### src/rtl/pd_tx_pkg.sv
package pd_tx_pkg;

    typedef enum logic [2:0] {
        PH_IDLE,
        PH_PRE,
        PH_SOP,
        PH_HDR,
        PH_DATA,
        PH_CRC,
        PH_EOP,
        PH_TAIL
    } tx_phase_e;

    localparam logic [4:0] K_SYNC1 = 5'b11000;
    localparam logic [4:0] K_SYNC2 = 5'b10001;
    localparam logic [4:0] K_RST1  = 5'b00111;
    localparam logic [4:0] K_RST2  = 5'b11001;
    localparam logic [4:0] K_EOP   = 5'b01101;

    localparam logic [31:0] CRC_POLY_REFL = 32'hEDB88320;
    localparam logic [31:0] CRC_SEED      = 32'hFFFFFFFF;

    function automatic logic [4:0] nib_to_sym(input logic [3:0] n);
        logic [4:0] s;
        unique case (n)
            4'h0: s = 5'b11110;
            4'h1: s = 5'b01001;
            4'h2: s = 5'b10100;
            4'h3: s = 5'b10101;
            4'h4: s = 5'b01010;
            4'h5: s = 5'b01011;
            4'h6: s = 5'b01110;
            4'h7: s = 5'b01111;
            4'h8: s = 5'b10010;
            4'h9: s = 5'b10011;
            4'hA: s = 5'b10110;
            4'hB: s = 5'b10111;
            4'hC: s = 5'b11010;
            4'hD: s = 5'b11011;
            4'hE: s = 5'b11100;
            default: s = 5'b11101;
        endcase
        return s;
    endfunction

    // advance a reflected CRC-32 by four input bits, bit 0 first
    function automatic logic [31:0] crc_nib_step(input logic [31:0] c, input logic [3:0] n);
        logic [31:0] r;
        r = c ^ {28'd0, n};
        for (int k = 0; k < 4; k++) begin
            r = r[0] ? ((r >> 1) ^ CRC_POLY_REFL) : (r >> 1);
        end
        return r;
    endfunction

endpackage

### src/rtl/pd_crc32_nib.sv
module pd_crc32_nib
    import pd_tx_pkg::*;
(
    input  logic        clk,
    input  logic        rst_n,
    input  logic        clr,
    input  logic        en,
    input  logic [3:0]  nib,
    output logic [31:0] crc
);

    logic [31:0] crc_d, crc_q;

    always_comb begin
        crc_d = crc_q;
        if (clr) begin
            crc_d = CRC_SEED;
        end else if (en) begin
            crc_d = crc_nib_step(crc_q, nib);
        end
    end

    always_ff @(posedge clk or negedge rst_n) begin
        if (!rst_n) crc_q <= CRC_SEED;
        else        crc_q <= crc_d;
    end

    assign crc = crc_q;

endmodule

### src/rtl/pd_bmc_line.sv
module pd_bmc_line (
    input  logic clk,
    input  logic rst_n,
    input  logic active,
    input  logic tail,
    input  logic bit_in,
    output logic line,
    output logic bit_end
);

    typedef struct packed {
        logic line;
        logic half;
    } line_st_t;

    line_st_t s_d, s_q;

    always_comb begin
        s_d = s_q;
        if (!active) begin
            s_d.line = 1'b0;
            s_d.half = 1'b0;
        end else if (tail) begin
            s_d.line = ~s_q.line;
            s_d.half = 1'b0;
        end else if (!s_q.half) begin
            s_d.line = ~s_q.line;
            s_d.half = 1'b1;
        end else begin
            s_d.line = bit_in ? ~s_q.line : s_q.line;
            s_d.half = 1'b0;
        end
    end

    always_ff @(posedge clk or negedge rst_n) begin
        if (!rst_n) s_q <= '0;
        else        s_q <= s_d;
    end

    assign line    = s_q.line;
    assign bit_end = active & (tail | s_q.half);


    bit_start_flip_chk: assert property (@(posedge clk) disable iff (!rst_n)
        (active && !tail && !s_q.half) |=> (s_q.line != $past(s_q.line)));


    zero_mid_hold_chk: assert property (@(posedge clk) disable iff (!rst_n)
        (active && !tail && s_q.half && !bit_in) |=> $stable(s_q.line));

endmodule

### src/rtl/pd_tx_seq.sv
module pd_tx_seq
    import pd_tx_pkg::*;
#(
    parameter int MAX_WORDS     = 7,
    parameter int PREAMBLE_BITS = 64
) (
    input  logic                    clk,
    input  logic                    rst_n,
    input  logic                    msg_go,
    input  logic                    hr_go,
    input  logic [15:0]             hdr_in,
    input  logic [MAX_WORDS*32-1:0] pay_in,
    input  logic [31:0]             crc_in,
    input  logic                    bit_end,
    output logic                    crc_clr,
    output logic                    crc_en,
    output logic [3:0]              crc_nib,
    output logic                    active,
    output logic                    tail,
    output logic                    bit_out,
    output logic                    busy,
    output logic                    done
);

    localparam int PAY_W = MAX_WORDS * 32;
    localparam int CW    = $clog2(MAX_WORDS + 1);
    localparam int CNT_W = $clog2(PREAMBLE_BITS + 8 * MAX_WORDS + 1);
    localparam logic [CNT_W-1:0] PRE_LAST = CNT_W'(PREAMBLE_BITS - 1);

    typedef struct packed {
        tx_phase_e        phase;
        logic [CNT_W-1:0] cnt;
        logic [2:0]       bpos;
        logic [4:0]       sym;
        logic             hr;
        logic [CW-1:0]    nwords;
        logic [15:0]      hdr;
        logic [PAY_W-1:0] pay;
        logic             done;
    } seq_st_t;

    seq_st_t          s_d, s_q;
    logic [CNT_W-1:0] nxt;
    logic [CNT_W-1:0] data_last;
    logic [CW-1:0]    nw_in;
    logic [31:0]      crc_fin;
    int unsigned      raw_cnt;

    always_comb begin
        raw_cnt = 32'(hdr_in[14:12]);
        nw_in   = (raw_cnt > 32'(MAX_WORDS)) ? CW'(MAX_WORDS) : CW'(raw_cnt);
    end

    assign crc_fin   = ~crc_in;
    assign nxt       = s_q.cnt + 1'b1;
    assign data_last = CNT_W'({s_q.nwords - 1'b1, 3'b111});

    always_comb begin
        s_d      = s_q;
        s_d.done = 1'b0;
        crc_clr  = 1'b0;
        crc_en   = 1'b0;
        crc_nib  = 4'h0;
        unique case (s_q.phase)
            PH_IDLE: begin
                if (hr_go || msg_go) begin
                    s_d.phase  = PH_PRE;
                    s_d.cnt    = '0;
                    s_d.bpos   = '0;
                    s_d.hr     = hr_go;
                    s_d.hdr    = hdr_in;
                    s_d.pay    = pay_in;
                    s_d.nwords = nw_in;
                    crc_clr    = 1'b1;
                end
            end
            PH_PRE: begin
                if (bit_end) begin
                    if (s_q.cnt == PRE_LAST) begin
                        s_d.phase = PH_SOP;
                        s_d.cnt   = '0;
                        s_d.bpos  = '0;
                        s_d.sym   = s_q.hr ? K_RST1 : K_SYNC1;
                    end else begin
                        s_d.cnt = nxt;
                    end
                end
            end
            PH_TAIL: begin
                if (bit_end) begin
                    s_d.phase = PH_IDLE;
                    s_d.done  = 1'b1;
                end
            end
            default: begin
                if (bit_end) begin
                    if (s_q.bpos != 3'd4) begin
                        s_d.bpos = s_q.bpos + 1'b1;
                    end else begin
                        s_d.bpos = '0;
                        unique case (s_q.phase)
                            PH_SOP: begin
                                if (s_q.cnt != CNT_W'(3)) begin
                                    s_d.cnt = nxt;
                                    if (nxt == CNT_W'(3)) s_d.sym = s_q.hr ? K_RST2 : K_SYNC2;
                                    else                  s_d.sym = s_q.hr ? K_RST1 : K_SYNC1;
                                end else if (s_q.hr) begin
                                    s_d.phase = PH_TAIL;
                                end else begin
                                    s_d.phase = PH_HDR;
                                    s_d.cnt   = '0;
                                    crc_en    = 1'b1;
                                    crc_nib   = s_q.hdr[3:0];
                                end
                            end
                            PH_HDR: begin
                                if (s_q.cnt != CNT_W'(3)) begin
                                    s_d.cnt = nxt;
                                    crc_en  = 1'b1;
                                    crc_nib = s_q.hdr[{nxt[1:0], 2'b00} +: 4];
                                end else if (s_q.nwords != '0) begin
                                    s_d.phase = PH_DATA;
                                    s_d.cnt   = '0;
                                    crc_en    = 1'b1;
                                    crc_nib   = s_q.pay[3:0];
                                end else begin
                                    s_d.phase = PH_CRC;
                                    s_d.cnt   = '0;
                                    s_d.sym   = nib_to_sym(crc_fin[3:0]);
                                end
                            end
                            PH_DATA: begin
                                if (s_q.cnt != data_last) begin
                                    s_d.cnt = nxt;
                                    crc_en  = 1'b1;
                                    crc_nib = s_q.pay[4 * int'(nxt) +: 4];
                                end else begin
                                    s_d.phase = PH_CRC;
                                    s_d.cnt   = '0;
                                    s_d.sym   = nib_to_sym(crc_fin[3:0]);
                                end
                            end
                            PH_CRC: begin
                                if (s_q.cnt != CNT_W'(7)) begin
                                    s_d.cnt = nxt;
                                    s_d.sym = nib_to_sym(crc_fin[{nxt[2:0], 2'b00} +: 4]);
                                end else begin
                                    s_d.phase = PH_EOP;
                                    s_d.sym   = K_EOP;
                                end
                            end
                            PH_EOP: begin
                                s_d.phase = PH_TAIL;
                            end
                            default: ;
                        endcase
                        if (crc_en) s_d.sym = nib_to_sym(crc_nib);
                    end
                end
            end
        endcase
    end

    always_ff @(posedge clk or negedge rst_n) begin
        if (!rst_n) s_q <= '0;
        else        s_q <= s_d;
    end

    assign active  = (s_q.phase != PH_IDLE);
    assign tail    = (s_q.phase == PH_TAIL);
    assign bit_out = (s_q.phase == PH_PRE) ? s_q.cnt[0] : s_q.sym[s_q.bpos];
    assign busy    = active;
    assign done    = s_q.done;


    bpos_range_chk: assert property (@(posedge clk) disable iff (!rst_n)
        s_q.bpos <= 3'd4);


    hdr_hold_chk: assert property (@(posedge clk) disable iff (!rst_n)
        (s_q.phase != PH_IDLE) |=> $stable(s_q.hdr));


    busy_cause_chk: assert property (@(posedge clk) disable iff (!rst_n)
        $rose(busy) |-> $past(msg_go || hr_go));


    done_pulse_chk: assert property (@(posedge clk) disable iff (!rst_n)
        done |=> !done);

endmodule

### src/rtl/pd_bmc_tx.sv
module pd_bmc_tx #(
    parameter int MAX_WORDS     = 7,
    parameter int PREAMBLE_BITS = 64
) (
    input  logic                    clk,
    input  logic                    rst_n,
    input  logic                    msg_start,
    input  logic                    hard_reset_start,
    input  logic [15:0]             msg_header,
    input  logic [MAX_WORDS*32-1:0] msg_payload,
    output logic                    line_out,
    output logic                    busy,
    output logic                    done
);

    logic        crc_clr, crc_en;
    logic [3:0]  crc_nib;
    logic [31:0] crc_val;
    logic        active, tail, bit_val, bit_end;

    pd_tx_seq #(
        .MAX_WORDS     (MAX_WORDS),
        .PREAMBLE_BITS (PREAMBLE_BITS)
    ) u_seq (
        .clk     (clk),
        .rst_n   (rst_n),
        .msg_go  (msg_start),
        .hr_go   (hard_reset_start),
        .hdr_in  (msg_header),
        .pay_in  (msg_payload),
        .crc_in  (crc_val),
        .bit_end (bit_end),
        .crc_clr (crc_clr),
        .crc_en  (crc_en),
        .crc_nib (crc_nib),
        .active  (active),
        .tail    (tail),
        .bit_out (bit_val),
        .busy    (busy),
        .done    (done)
    );

    pd_crc32_nib u_crc (
        .clk   (clk),
        .rst_n (rst_n),
        .clr   (crc_clr),
        .en    (crc_en),
        .nib   (crc_nib),
        .crc   (crc_val)
    );

    pd_bmc_line u_line (
        .clk     (clk),
        .rst_n   (rst_n),
        .active  (active),
        .tail    (tail),
        .bit_in  (bit_val),
        .line    (line_out),
        .bit_end (bit_end)
    );


    idle_low_chk: assert property (@(posedge clk) disable iff (!rst_n)
        (!busy && !done) |-> !line_out);


    done_idle_chk: assert property (@(posedge clk) disable iff (!rst_n)
        done |-> !busy);

endmodule

### config.mk
export PLATFORM = sky130hd
export DESIGN_NAME = pd_bmc_tx
export DESIGN_NICKNAME = d
export VERILOG_FILES = /design/src/rtl/pd_tx_pkg.sv /design/src/rtl/pd_crc32_nib.sv /design/src/rtl/pd_bmc_line.sv /design/src/rtl/pd_tx_seq.sv /design/src/rtl/pd_bmc_tx.sv
export SDC_FILE = /design/constraint.sdc
export NUM_CORES = 1
export LEC_CHECK = 0
export BUFFER_PORTS_ARGS = -buffer_cell sky130_fd_sc_hd__buf_2
export CORE_ASPECT_RATIO = 1.75
export CORE_MARGIN = 10
export CORE_UTILIZATION = 45
export CTS_BUF_LIST = sky130_fd_sc_hd__clkbuf_8
export DETAILED_ROUTE_END_ITERATION = 8
export PLACE_DENSITY = 0.66
export SLEW_MARGIN = 0
export SYNTH_ARGS = -nofsm -noshare
export SYNTH_HDL_FRONTEND = slang
export SYNTH_SLANG_ARGS = --single-unit
export TNS_END_PERCENT = 50
### constraint.sdc
create_clock -name clk -period 5.7 [get_ports clk]
set_clock_uncertainty 0.2 [all_clocks]
set_input_delay 1.14 -clock clk [delete_from_list [all_inputs] [get_ports clk]]
set_output_delay 1.14 -clock clk [all_outputs]
set_load 0.005 [all_outputs]
* Yosys cells after proc, flatten, opt, wreduce, memory -nomap -nowiden
Memory sizes are Yosys's and may differ from the RTL's.
Cells that the tools add are included.
** Word-level totals
- Bits in registers :: 297
- ROM bits :: 320
- Bits of input ports :: 244
- Output and inout bits :: 3
- Word-level logic and storage cells :: 158
- Memories kept :: 4
** Operators by class
- $add $sub $neg :: 3
- Magnitude comparators :: 1
- Equality and inequality tests :: 31
- Shift-type cells :: 3
- Muxes and demuxes :: 77
- Bitwise logic cells :: 11
- Reductions and logical operators :: 16
** Memories
- (no name shown) :: words 16, bits a word 5, read ports 1, clocked after Yosys merged registers in 0, write ports 0, line pd_tx_pkg.sv:25 : unique case (n)
- (no name shown) :: words 16, bits a word 5, read ports 1, clocked after Yosys merged registers in 0, write ports 0, line pd_tx_pkg.sv:25
- (no name shown) :: words 16, bits a word 5, read ports 1, clocked after Yosys merged registers in 0, write ports 0, line pd_tx_pkg.sv:25
- (no name shown) :: words 16, bits a word 5, read ports 1, clocked after Yosys merged registers in 0, write ports 0, line pd_tx_pkg.sv:25
** Operators by type and width (count)
- $shiftx A224 B10 Y4 :: 1
- $mux W32 :: 6
- $not A13 Y14 :: 4
- $mux W4 :: 12
- $mux W5 :: 9
- $mux W7 :: 6
- $mux W18 :: 2
- $not A32 Y32 :: 1
- $shiftx A32 B6 Y4 :: 1
- $xor A32 B4 Y32 :: 1
- $pmux W10 S3 :: 1
- $pmux W7 S4 :: 1
- $mux W3 :: 8
- $ne A5 B4 Y1 const B :: 4
- $pmux W5 S4 :: 1
- $mux W1 :: 18
- $mux W8 :: 2
- $ne A4 B4 Y1 const B :: 4
- $shiftx A16 B5 Y4 :: 1
- $pmux W3 S5 :: 1
- $mux W13 :: 1
- $eq A3 B3 Y1 const B :: 4
- $pmux W4 S3 :: 1
- $reduce_bool A6 Y1 :: 2
- other kinds (38) :: 50

* Depth between registers and ports, before layout
Gate-level depths: netlist of the first run.
- Word-level depth :: 21
- Gate-level depth with buffers :: 18
- Depth with buffers taken out :: 13

* Modules after synthesis
Synthesis of the first run repeated with hierarchy kept, for this count alone.
** Second synthesis, totals
- Cells, all modules :: 1242
- Area, all modules :: 14933.1 µm²
** Modules (own cells, without submodules)
- pd_tx_seq :: instances 1, cells an instance 1079, area each 13085.0 µm², sequential area each 6506.2 µm²
- pd_crc32_nib :: instances 1, cells an instance 155, area each 1750.4 µm², sequential area each 840.8 µm²
- pd_bmc_line :: instances 1, cells an instance 8, area each 97.6 µm², sequential area each 50.0 µm²

* Worst setup path after synthesis of the first run
OpenSTA, ideal clock, no wires.
- Path type :: reg2reg
- From :: register u_seq.s_q[253] (netlist bit)
- To :: register u_crc.crc_q[20], in the netlist u_crc.crc[20]
- Library setup time :: 0.073 ns
- Arrival time :: 3.952 ns
- Data required time :: 5.427 ns
- Path slack :: 1.475 ns
- Cell stages (with the launch flop) :: 17
- Path buffers :: 4
- Clock period less this slack :: 4.225 ns
- Cell sequence :: dfrtp_1 > buf_6 > buf_6 > buf_6 > inv_2 > ha_1 > buf_1 > mux4_2 > mux2i_1 > a21oi_1 > a2111oi_0 > o31a_2 > nor2_1 > xnor2_2 > xor3_1 > xor2_1 > a21oi_1
** On the way
- Cells in the longest elaborated chain, start to end :: 19
- Elaborated cells between the ends (all ways) :: 35
- Those cells by class :: 1 x add/sub; 2 x eq/ne; 2 x shift; 26 x mux; 3 x bitwise; 1 x reduce/logical
** RTL lines
- start: declaration :: line pd_tx_seq.sv:42 : seq_st_t s_d, s_q;
- start signal: assignment :: line pd_tx_seq.sv:165 : if (!rst_n) s_q <= '0;
- start signal: assignment :: line pd_tx_seq.sv:166 : else s_q <= s_d;
- $add A7 B1 Y7 :: line pd_tx_seq.sv:55 : assign nxt = s_q.cnt + 1'b1;
- $shiftx A224 B10 Y4 / $shiftx A16 B5 Y4 (equally long branches) :: line pd_tx_seq.sv:136, pd_tx_seq.sv:120
- $mux W4 (on tied branches) :: line pd_tx_seq.sv:133, pd_tx_seq.sv:117
- $pmux W4 S3 :: line pd_tx_seq.sv:101 : unique case (s_q.phase)
- $mux W4 :: line pd_tx_seq.sv:97 : if (s_q.bpos != 3'd4) begin
- $mux W4 :: line pd_tx_seq.sv:96 : if (bit_end) begin
- $mux W4 :: line pd_tx_seq.sv:64 : unique case (s_q.phase)
- $mux W4 :: line pd_tx_seq.sv:97
- [2 not listed]
- $xor A32 B4 Y32 :: line pd_tx_pkg.sv:49 : r = c ^ {28'd0, n};
- $mux W32 (2 in a row) :: line pd_tx_pkg.sv:51 : r = r[0] ? ((r >> 1) ^ CRC_POLY_REFL) : (r >> 1);
- $not A13 Y14 (no line)
- $mux W32 :: line pd_tx_pkg.sv:51
- $not A13 Y14 (no line)
- $mux W32 :: line pd_tx_pkg.sv:51
- $mux W32 :: line pd_crc32_nib.sv:18 : end else if (en) begin
- $mux W32 :: line pd_crc32_nib.sv:16 : if (clr) begin
- end signal: assignment :: line pd_crc32_nib.sv:25 : else crc_q <= crc_d;
- end: declaration :: line pd_crc32_nib.sv:12 : logic [31:0] crc_d, crc_q;
Parallel ways exist; a longest one is shown, timed or not. The select of a mux whose other input is x is not followed.
A chain may end at the register's enable or synchronous reset.

* Worst setup path in the final report of the first run
Same ends and word-level chain as after synthesis.

==> out/results.tsv, run 1 <==
stage	metric	value	unit
status	status	finished clean	
worst_setup_path	r2r endpoint	u_crc.crc[20]	
worst_setup_path	Startpoint Class	register	
synthesis	mean post-synth cell area	13.0	um^2
pwr	Sw Share	36.8	%
pwr	combinational share of power	45.0	%
min_path	Hold Path Class	register to register	
sta	max_slew headroom	26.6	%
sta	Final setup viols	0	
pwr	switching power	0.00388	W
synthesis	asr flop ratio synth	100	%
synthesis	Simple-Gate Fraction of Synth Area	7.27	%
synthesis	Synth Area in Adders	0.752	%
min_path	hold path endpoint	u_crc.crc[10]	
pwr	register share of total power	37.7	%
pwr	clock network power share	17.3	%
synthesis	Post-Syn Area	15000	um^2
placement	post-DP HPWL	32.3	mm
synthesis	Post-Syn Instances	1154	
floorplan	initial core utilization	45.5	%
synthesis	Synth Area in Compound Gates	6.89	%
drt	Via-to-Cell Ratio	5.69	
sta	Fmax achieved	0.199	GHz
drt	DR WL/cell	23.5	um
sta	RSZ-0062 raised after global routing	no	
min_path	worst hold path depth	2	
min_path	Hold Crit Start	u_crc.crc[14]	
sta	Final Cycle Share	88.4	%
synthesis	multiplexer area fraction after synthesis	29.6	%
cts	CTS buffer count	45	
worst_setup_path	Critical Setup Path Class	register to register	
worst_setup_path	Data required, critical path	6.01	ns
cts	Reg clk slew, reported paths	0.07	ns
sta	Final Max Slew Viols	0	
drt	DR iter-0 viols	700	
floorplan	top-level I/O count	247	
cts	number of setup buffers added after CTS	0	
worst_setup_path	r2r startpoint	u_seq.s_q[253]	
synthesis	ys flop type	dfrtp_1	
worst_setup_path	Arr. time, crit path	5.35	ns
cts	Longest Clk Path Bufs	3	
layout	layout cells sized above 1	48.4	%
cts	CTS resizes	0	
synthesis	Ys Warns	0	
placement	worst slack, placed	0.718	ns
synthesis	Syn Nets	1407	
synthesis	largest family of logic cells by synthesized area	multiplexers	
floorplan	DIE AREA	41200	um^2
floorplan	core footprint	32900	um^2
floorplan	Rows	88	
synthesis	number of synthesized flops with an enable pin	0	
cts	CTS Root Cell	clkbuf_8	
global_routing	vias in the first global route	11600	
cts	CTS tree	built	
pwr	Worst VDD drop	0.343	mV
synthesis	Synth Register Bits	294	
global_routing	GRT overflow	0	
layout	commonest cells after routing, fill and taps aside	261 x dfrtp_1, 245 x buf_2, 241 x mux2_2	
sta	TNS Setup	0	ns
cts	cts hold-fix bufs	0	
layout	Filler Cell Count	2825	
layout	Sequential Area	7400	um^2
pwr	Int Pwr	0.00667	W
job	Max Cap Violations	0	
layout	area of the multi-input gates	7180	um^2
global_routing	gr usage total	20.9	%
synthesis	sequential fraction of the synthesis area	49.4	%
synthesis	XOR/XNOR Fraction of Synth Area	3.14	%
sta	crit path time final	5.04	ns
placement	GPL Wtd Cong	0.964	
drt	number of vias in the routed layout	10400	
worst_setup_path	R2R cell count	13	
sta	final setup slack of the worst path	0.664	ns
cts	Worst-Skew Late Latency	0.60	ns
drt	Post-Route WL	43.2	mm
cts	Sink Count	294	
drt	uppermost layer routed	met4	
global_routing	largest net degree at the start of global routing	176	
global_routing	initial antenna violation count	2	
pwr	Pleak	7.41	nW
layout	Final #Nets	1646	
drt	WL met3	1.68	mm
worst_setup_path	endpoint class of the critical path	register	
drt	drt first pass iters	5	
drt	DRC errors left	0	
worst_setup_path	largest fanout on the critical path	22	
drt	WL met2	23.9	mm
layout	synthesis-to-layout area growth	17.1	%
drt	Final ANT Viol Nets	0	
sta	Fin. Hold Viols	0	
worst_setup_path	reg-to-reg slack, setup	0.66	ns
pwr	Pwr Density	601	nW/um^2
cts	H-tree levels	2	
worst_setup_path	Crit. Startpoint	u_seq.s_q[253]	
layout	most common cell after layout, fill and taps aside	dfrtp_1	
sta	pin slew with the least headroom to its limit	1.10	ns
synthesis	Synth cell types	71	
floorplan	Die H	261	um
floorplan	DIE WIDTH	158	um
global_routing	first-pass GRT wire length	65.9	mm
drt	Metal-1 WL	15.4	mm
placement	I/O Buffers	246	
-- worst max-delay path, cell delays in order, from the launching register on --
cell       delay, ns
dfrtp_4         0.67
ha_1            0.64
xor2_4          0.21
buf_4           0.31
mux2i_1         0.24
a21oi_1         0.05
a2111oi_0       0.75
buf_4           0.24
o31a_2          0.20
nor2_1          0.08
xnor2_2         0.43
xor3_1          0.59
xor2_1          0.17
a21oi_1         0.17
-- cell type report --
cell class,instances,area share [%]
sequential,294,42.2
multi-input combinational,771,41.0
timing repair buffer,267,8.27
clock buffer,56,4.40
tap,405,2.89
clock inverter,24,0.928
inverter,14,0.300
antenna,2,0.0286
-- worst max-delay path by stage --
stage	cells past startpoint	slack (ns)	to
2_1_floorplan	16	1.48	u_crc.crc[20]
3_3_place_gp	13	0.83	u_crc.crc[23]
3_5_place_dp	13	0.72	u_crc.crc[20]
4_1_cts	13	0.70	u_crc.crc[20]
5_1_grt	13	0.47	u_crc.crc[20]
6_report	13	0.66	u_crc.crc[20]
-- kinds of logic after synthesis --
| kind of cell | Yosys count |
|---|---|
| XOR/XNOR | 43 |
| adder cells (fa/ha/maj) | 9 |
| AND/OR/NAND/NOR | 225 |
| multiplexers | 334 |
| AO/OA/AOI/OAI | 160 |
| flip-flops | 294 |
| buffers and inverters | 89 |
-- through the flow --
stage	util [%]	total power [W]	instances	hold slack (ns)	cell area [um^2]
floorplan	-	0.00738	1154	0.241	15000
finish	53.2	0.0105	1833	0.262	17500
global route	53.2	0.0112	1833	0.285	17500
detailed placement	50.4	0.00875	1751	0.255	16600
CTS	53.2	0.0106	1831	0.264	17500
global placement	50.4	0.00862	1751	0.252	16600
-- routing by layer --
metal / GRT usage (%) / up-vias
met5: 0 / -
met4: 11.0 / 0
met3: 3.35 / 99
met2: 38.5 / 286
met1: 22.1 / 5298
li1: - / 4744
-- power by group through the flow --
| stage | registers [W] | clock network, W | logic [W] |
|---|---|---|---|
| finish | 0.00397 | 0.00183 | 0.00475 |
| global route | 0.00408 | 0.00197 | 0.00516 |
| CTS | 0.00396 | 0.00188 | 0.00477 |
| detailed placement | 0.00399 | 0 | 0.00476 |
| global placement | 0.00395 | 0 | 0.00467 |
| floorplan | 0.00354 | 0 | 0.00384 |
-- cell usage after synthesis, types with 4 or more instances --
library cell | number | area, um^2
buf_2 | 9 | 45.0
nor2b_1 | 6 | 37.5
a21oi_1 | 63 | 315
o31ai_1 | 4 | 30.0
ha_1 | 9 | 113
o22ai_1 | 7 | 43.8
buf_6 | 12 | 135
and2_1 | 10 | 62.6
nor2_1 | 48 | 180
clkbuf_1 | 50 | 188
dfrtp_1 | 262 | 6560
mux4_2 | 63 | 1420
o21ai_0 | 33 | 165
mux2_2 | 241 | 2710
a311oi_1 | 4 | 35.0
nor3_1 | 43 | 215
dfstp_2 | 32 | 841
inv_1 | 13 | 48.8
nand4_1 | 9 | 56.3
mux2i_1 | 30 | 300
xnor2_1 | 18 | 158
xor2_1 | 18 | 158
o211ai_1 | 5 | 37.5
buf_1 | 4 | 15.0
a31oi_1 | 6 | 37.5
nand3_1 | 17 | 85.1
nand2_1 | 69 | 259
nand2b_1 | 4 | 25.0
-- registers in the layout, indices dropped and copies added, names as in the netlist --
name	flops
u_line.s_q	1
u_seq.s_q	259
u_seq.done	1
u_line.line	1
u_crc.crc	32
Power figures use the tool's default switching activity.
==> run 2: changes to the inputs <==
==> constraint.sdc (replaced) <==
create_clock -name clk -period 5.7 [get_ports clk]
set_clock_uncertainty 0.2 [all_clocks]
set_input_delay 0.57 -clock clk [delete_from_list [all_inputs] [get_ports clk]]
set_output_delay 0.57 -clock clk [all_outputs]
set_load 0.005 [all_outputs]
==> run 2 against run 1 <==
Compared with the run above: combinational power increased by 1%; maximum frequency grew 1.4%; wire length up 1.7%; hold slack lost 0.25 ns; utilization rose by 1.7 points; worst setup slack improved by 0.068 ns; critical endpoint is now u_crc.crc[23].
==> out/results.tsv, run 2 (synthesis results as in run 1) <==
stage	metric	value	unit	change
status	status	finished clean		
cts	CTS tree	built		
worst_setup_path	slowest CP cell	dfrtp_4		
floorplan	Rows	88		unchanged
worst_setup_path	Arr. time, crit path	5.26	ns	-0.09 ns
drt	drt first pass iters	5		unchanged
layout	layout cells sized above 1	46.6	%	-1.8 points
sta	Final Cycle Share	87.2	%	-1.2 points
min_path	worst hold path depth	2		unchanged
worst_setup_path	endpoint class of the critical path	register		
worst_setup_path	Crit. Startpoint	u_seq.s_q[253]		
placement	placed insts	1753		+0.11%
drt	DR WL/cell	23.2	um	-1.5%
drt	Via-to-Cell Ratio	5.72		+0.56%
placement	GPL Wtd Cong	0.978		+1.4%
global_routing	global routing's busiest layer	met2		
sta	pin slew with the least headroom to its limit	1.07	ns	-0.0318 ns
global_routing	first-pass GRT wire length	67.7	mm	+2.6%
layout	most common cell after layout, fill and taps aside	dfrtp_1		
layout	area of the multi-input gates	7180	um^2	unchanged
worst_setup_path	most frequent CP cell	a21oi_1		
global_routing	gr usage total	21.3	%	+0.46 points
sta	Final setup viols	0		unchanged
cts	CTS buffer count	45		unchanged
cts	Sink Count	294		unchanged
layout	max FFs per register	259		unchanged
sta	TNS Setup	0	ns	unchanged
placement	post-DP HPWL	32.5	mm	+0.60%
worst_setup_path	R2R cell count	13		unchanged
drt	Post-Route WL	43.9	mm	+1.7%
worst_setup_path	Startpoint Class	register		
sta	Fin. Hold Viols	0		unchanged
cts	CTS Root Cell	clkbuf_8		
worst_setup_path	Data required, critical path	6.00	ns	about the same
sta	Worst Hold Margin	0.0131	ns	-0.249 ns
global_routing	global-route track usage on met2	38.5	%	+0.071 points
drt	number of vias in the routed layout	10800		+3.8%
global_routing	met3 Use GR	3.63	%	+0.28 points
min_path	Hold Path Class	input pin to register		
global_routing	GRT overflow	0		unchanged
global_routing	met1 Use GR	22.2	%	+0.12 points
cts	CTS resizes	0		unchanged
worst_setup_path	CP max stage delay	0.71	ns	-0.04 ns
drt	DR iter-0 viols	590		-16%
worst_setup_path	worst-path cell chain	inv_2, ha_4, buf_4, mux4_2, mux2i_1, a21oi_1, nor4_1, o31a_1, nor2_1, xnor2_4, xor3_1, xor2_1, a21oi_1		
sta	Final Max Slew Viols	0		unchanged
cts	Reg clk slew, reported paths	0.07	ns	about the same
worst_setup_path	Worst setup endpoint	u_crc.crc[23]		
pwr	Pleak	7.67	nW	+3.4%
cts	Longest Clk Path Bufs	3		unchanged
worst_setup_path	delay-heaviest family, CP	XOR/XNOR gates		
sta	crit path time final	4.97	ns	-0.0683 ns
job	Max Cap Violations	0		unchanged
floorplan	top-level I/O count	247		unchanged
sta	Fmax achieved	0.201	GHz	+1.4%
floorplan	initial core utilization	45.5	%	unchanged
layout	Largest Register	u_seq.s_q		
layout	Sequential Area	7400	um^2	unchanged
worst_setup_path	Critical Setup Path Class	register to register		
global_routing	largest net degree at the start of global routing	161		-8.5%
floorplan	core footprint	32900	um^2	unchanged
floorplan	Die H	261	um	unchanged
worst_setup_path	Levels on crit path	13		unchanged
worst_setup_path	largest fanout on the critical path	29		+32%
global_routing	vias in the first global route	11900		+2.7%
layout	commonest cells after routing, fill and taps aside	261 x dfrtp_1, 245 x buf_2, 241 x mux2_2		
layout	Filler Cell Count	2736		-3.2%
sta	final setup slack of the worst path	0.732	ns	+0.0683 ns
layout	synthesis-to-layout area growth	21.0	%	
worst_setup_path	Buf/Inv on CP	2		unchanged
worst_setup_path	r2r endpoint	u_crc.crc[23]		
cts	H-tree levels	2		unchanged
placement	worst slack, placed	0.751	ns	+0.0328 ns
floorplan	DIE AREA	41200	um^2	unchanged
layout	final core occ	55.0	%	+1.7 points
floorplan	DIE WIDTH	158	um	unchanged
drt	Final ANT Viol Nets	0		unchanged
sta	max_slew headroom	28.7	%	+2.1 points
layout	Final #Nets	1706		+3.6%
pwr	Worst VDD drop	0.297	mV	-13%
pwr	Pwr Density	585	nW/um^2	-2.8%
worst_setup_path	r2r startpoint	u_seq.s_q[253]		
drt	DRC errors left	0		unchanged
placement	I/O Buffers	246		unchanged
layout	Final Non-Filler Cells	1892		+3.2%
cts	Worst-Skew Late Latency	0.60	ns	about the same
global_routing	initial antenna violation count	1		-1
sta	RSZ-0062 raised after global routing	no		
worst_setup_path	reg-to-reg slack, setup	0.73	ns	+0.07 ns
cts	number of setup buffers added after CTS	0		unchanged
==> run 2: worst min-delay path by stage <==
stage / startpoint / endpoint / slack (ns)
global route: msg_header[10] / u_seq.s_q[235] / 0.007
CTS: msg_payload[105] / u_seq.s_q[106] / 0.0002
finish: msg_header[10] / u_seq.s_q[235] / 0.01
detailed placement: u_crc.crc[15] / u_crc.crc[11] / 0.26
global placement: u_crc.crc[5] / u_crc.crc[1] / 0.25
floorplan: rst_n / u_line.line / 0.07
==> run 2: final cells by class <==
class	count	share of cell area [%]
Sequential cell	294	40.9
Multi-Input combinational cell	771	39.7
Timing Repair Buffer	327	11.2
Clock buffer	56	4.26
Tap cell	405	2.80
Clock inverter	24	0.857
Inverter	14	0.290
Antenna cell	1	0.0138
==> run 2: where the power goes <==
part | internal, W | leakage [nW] | switching (W) | total [W]
clock | 0.000977 | 0.539 | 0.000839 | 0.00182
sequential | 0.00316 | 3.41 | 0.000812 | 0.00397
combinational | 0.00256 | 3.72 | 0.00225 | 0.00480
total | 0.00669 | 7.67 | 0.00390 | 0.0106
==> run 2: per-layer routing <==
metal | routed length [um] | vias up
li1 | - | 4871
met2 | 24100 | 355
met5 | 0 | -
met1 | 15100 | 5471
met3 | 1900 | 126
met4 | 2770 | 0
==> run 2: what timing repair did <==
action / in CTS / in global routing
hold endpoints to repair: 148 / 0
endpoints found under the setup margin: 0 / 0
hold buffers: 58 / 0
==> run 2: metrics by stage <==
| step | power (W) | cell area, um^2 |
|---|---|---|
| after global routing | 0.0112 | 18100 |
| after detailed placement | 0.00876 | 16600 |
| final | 0.0106 | 18100 |
| after CTS | 0.0106 | 18100 |
| after global placement | 0.00864 | 16600 |
| after floorplan | 0.00738 | 15000 |
==> run 2: worst register-to-register path: cells and delay by family, from the launching register on <==
kind | cells | cell delay [ns]
fa+ha+maj | 1 | 0.64
buf+inv | 2 | 0.58
xor+xnor | 3 | 1.04
compound gates | 3 | 0.53
mux | 2 | 0.69
flops | 1 | 0.71
simple gates | 2 | 0.53
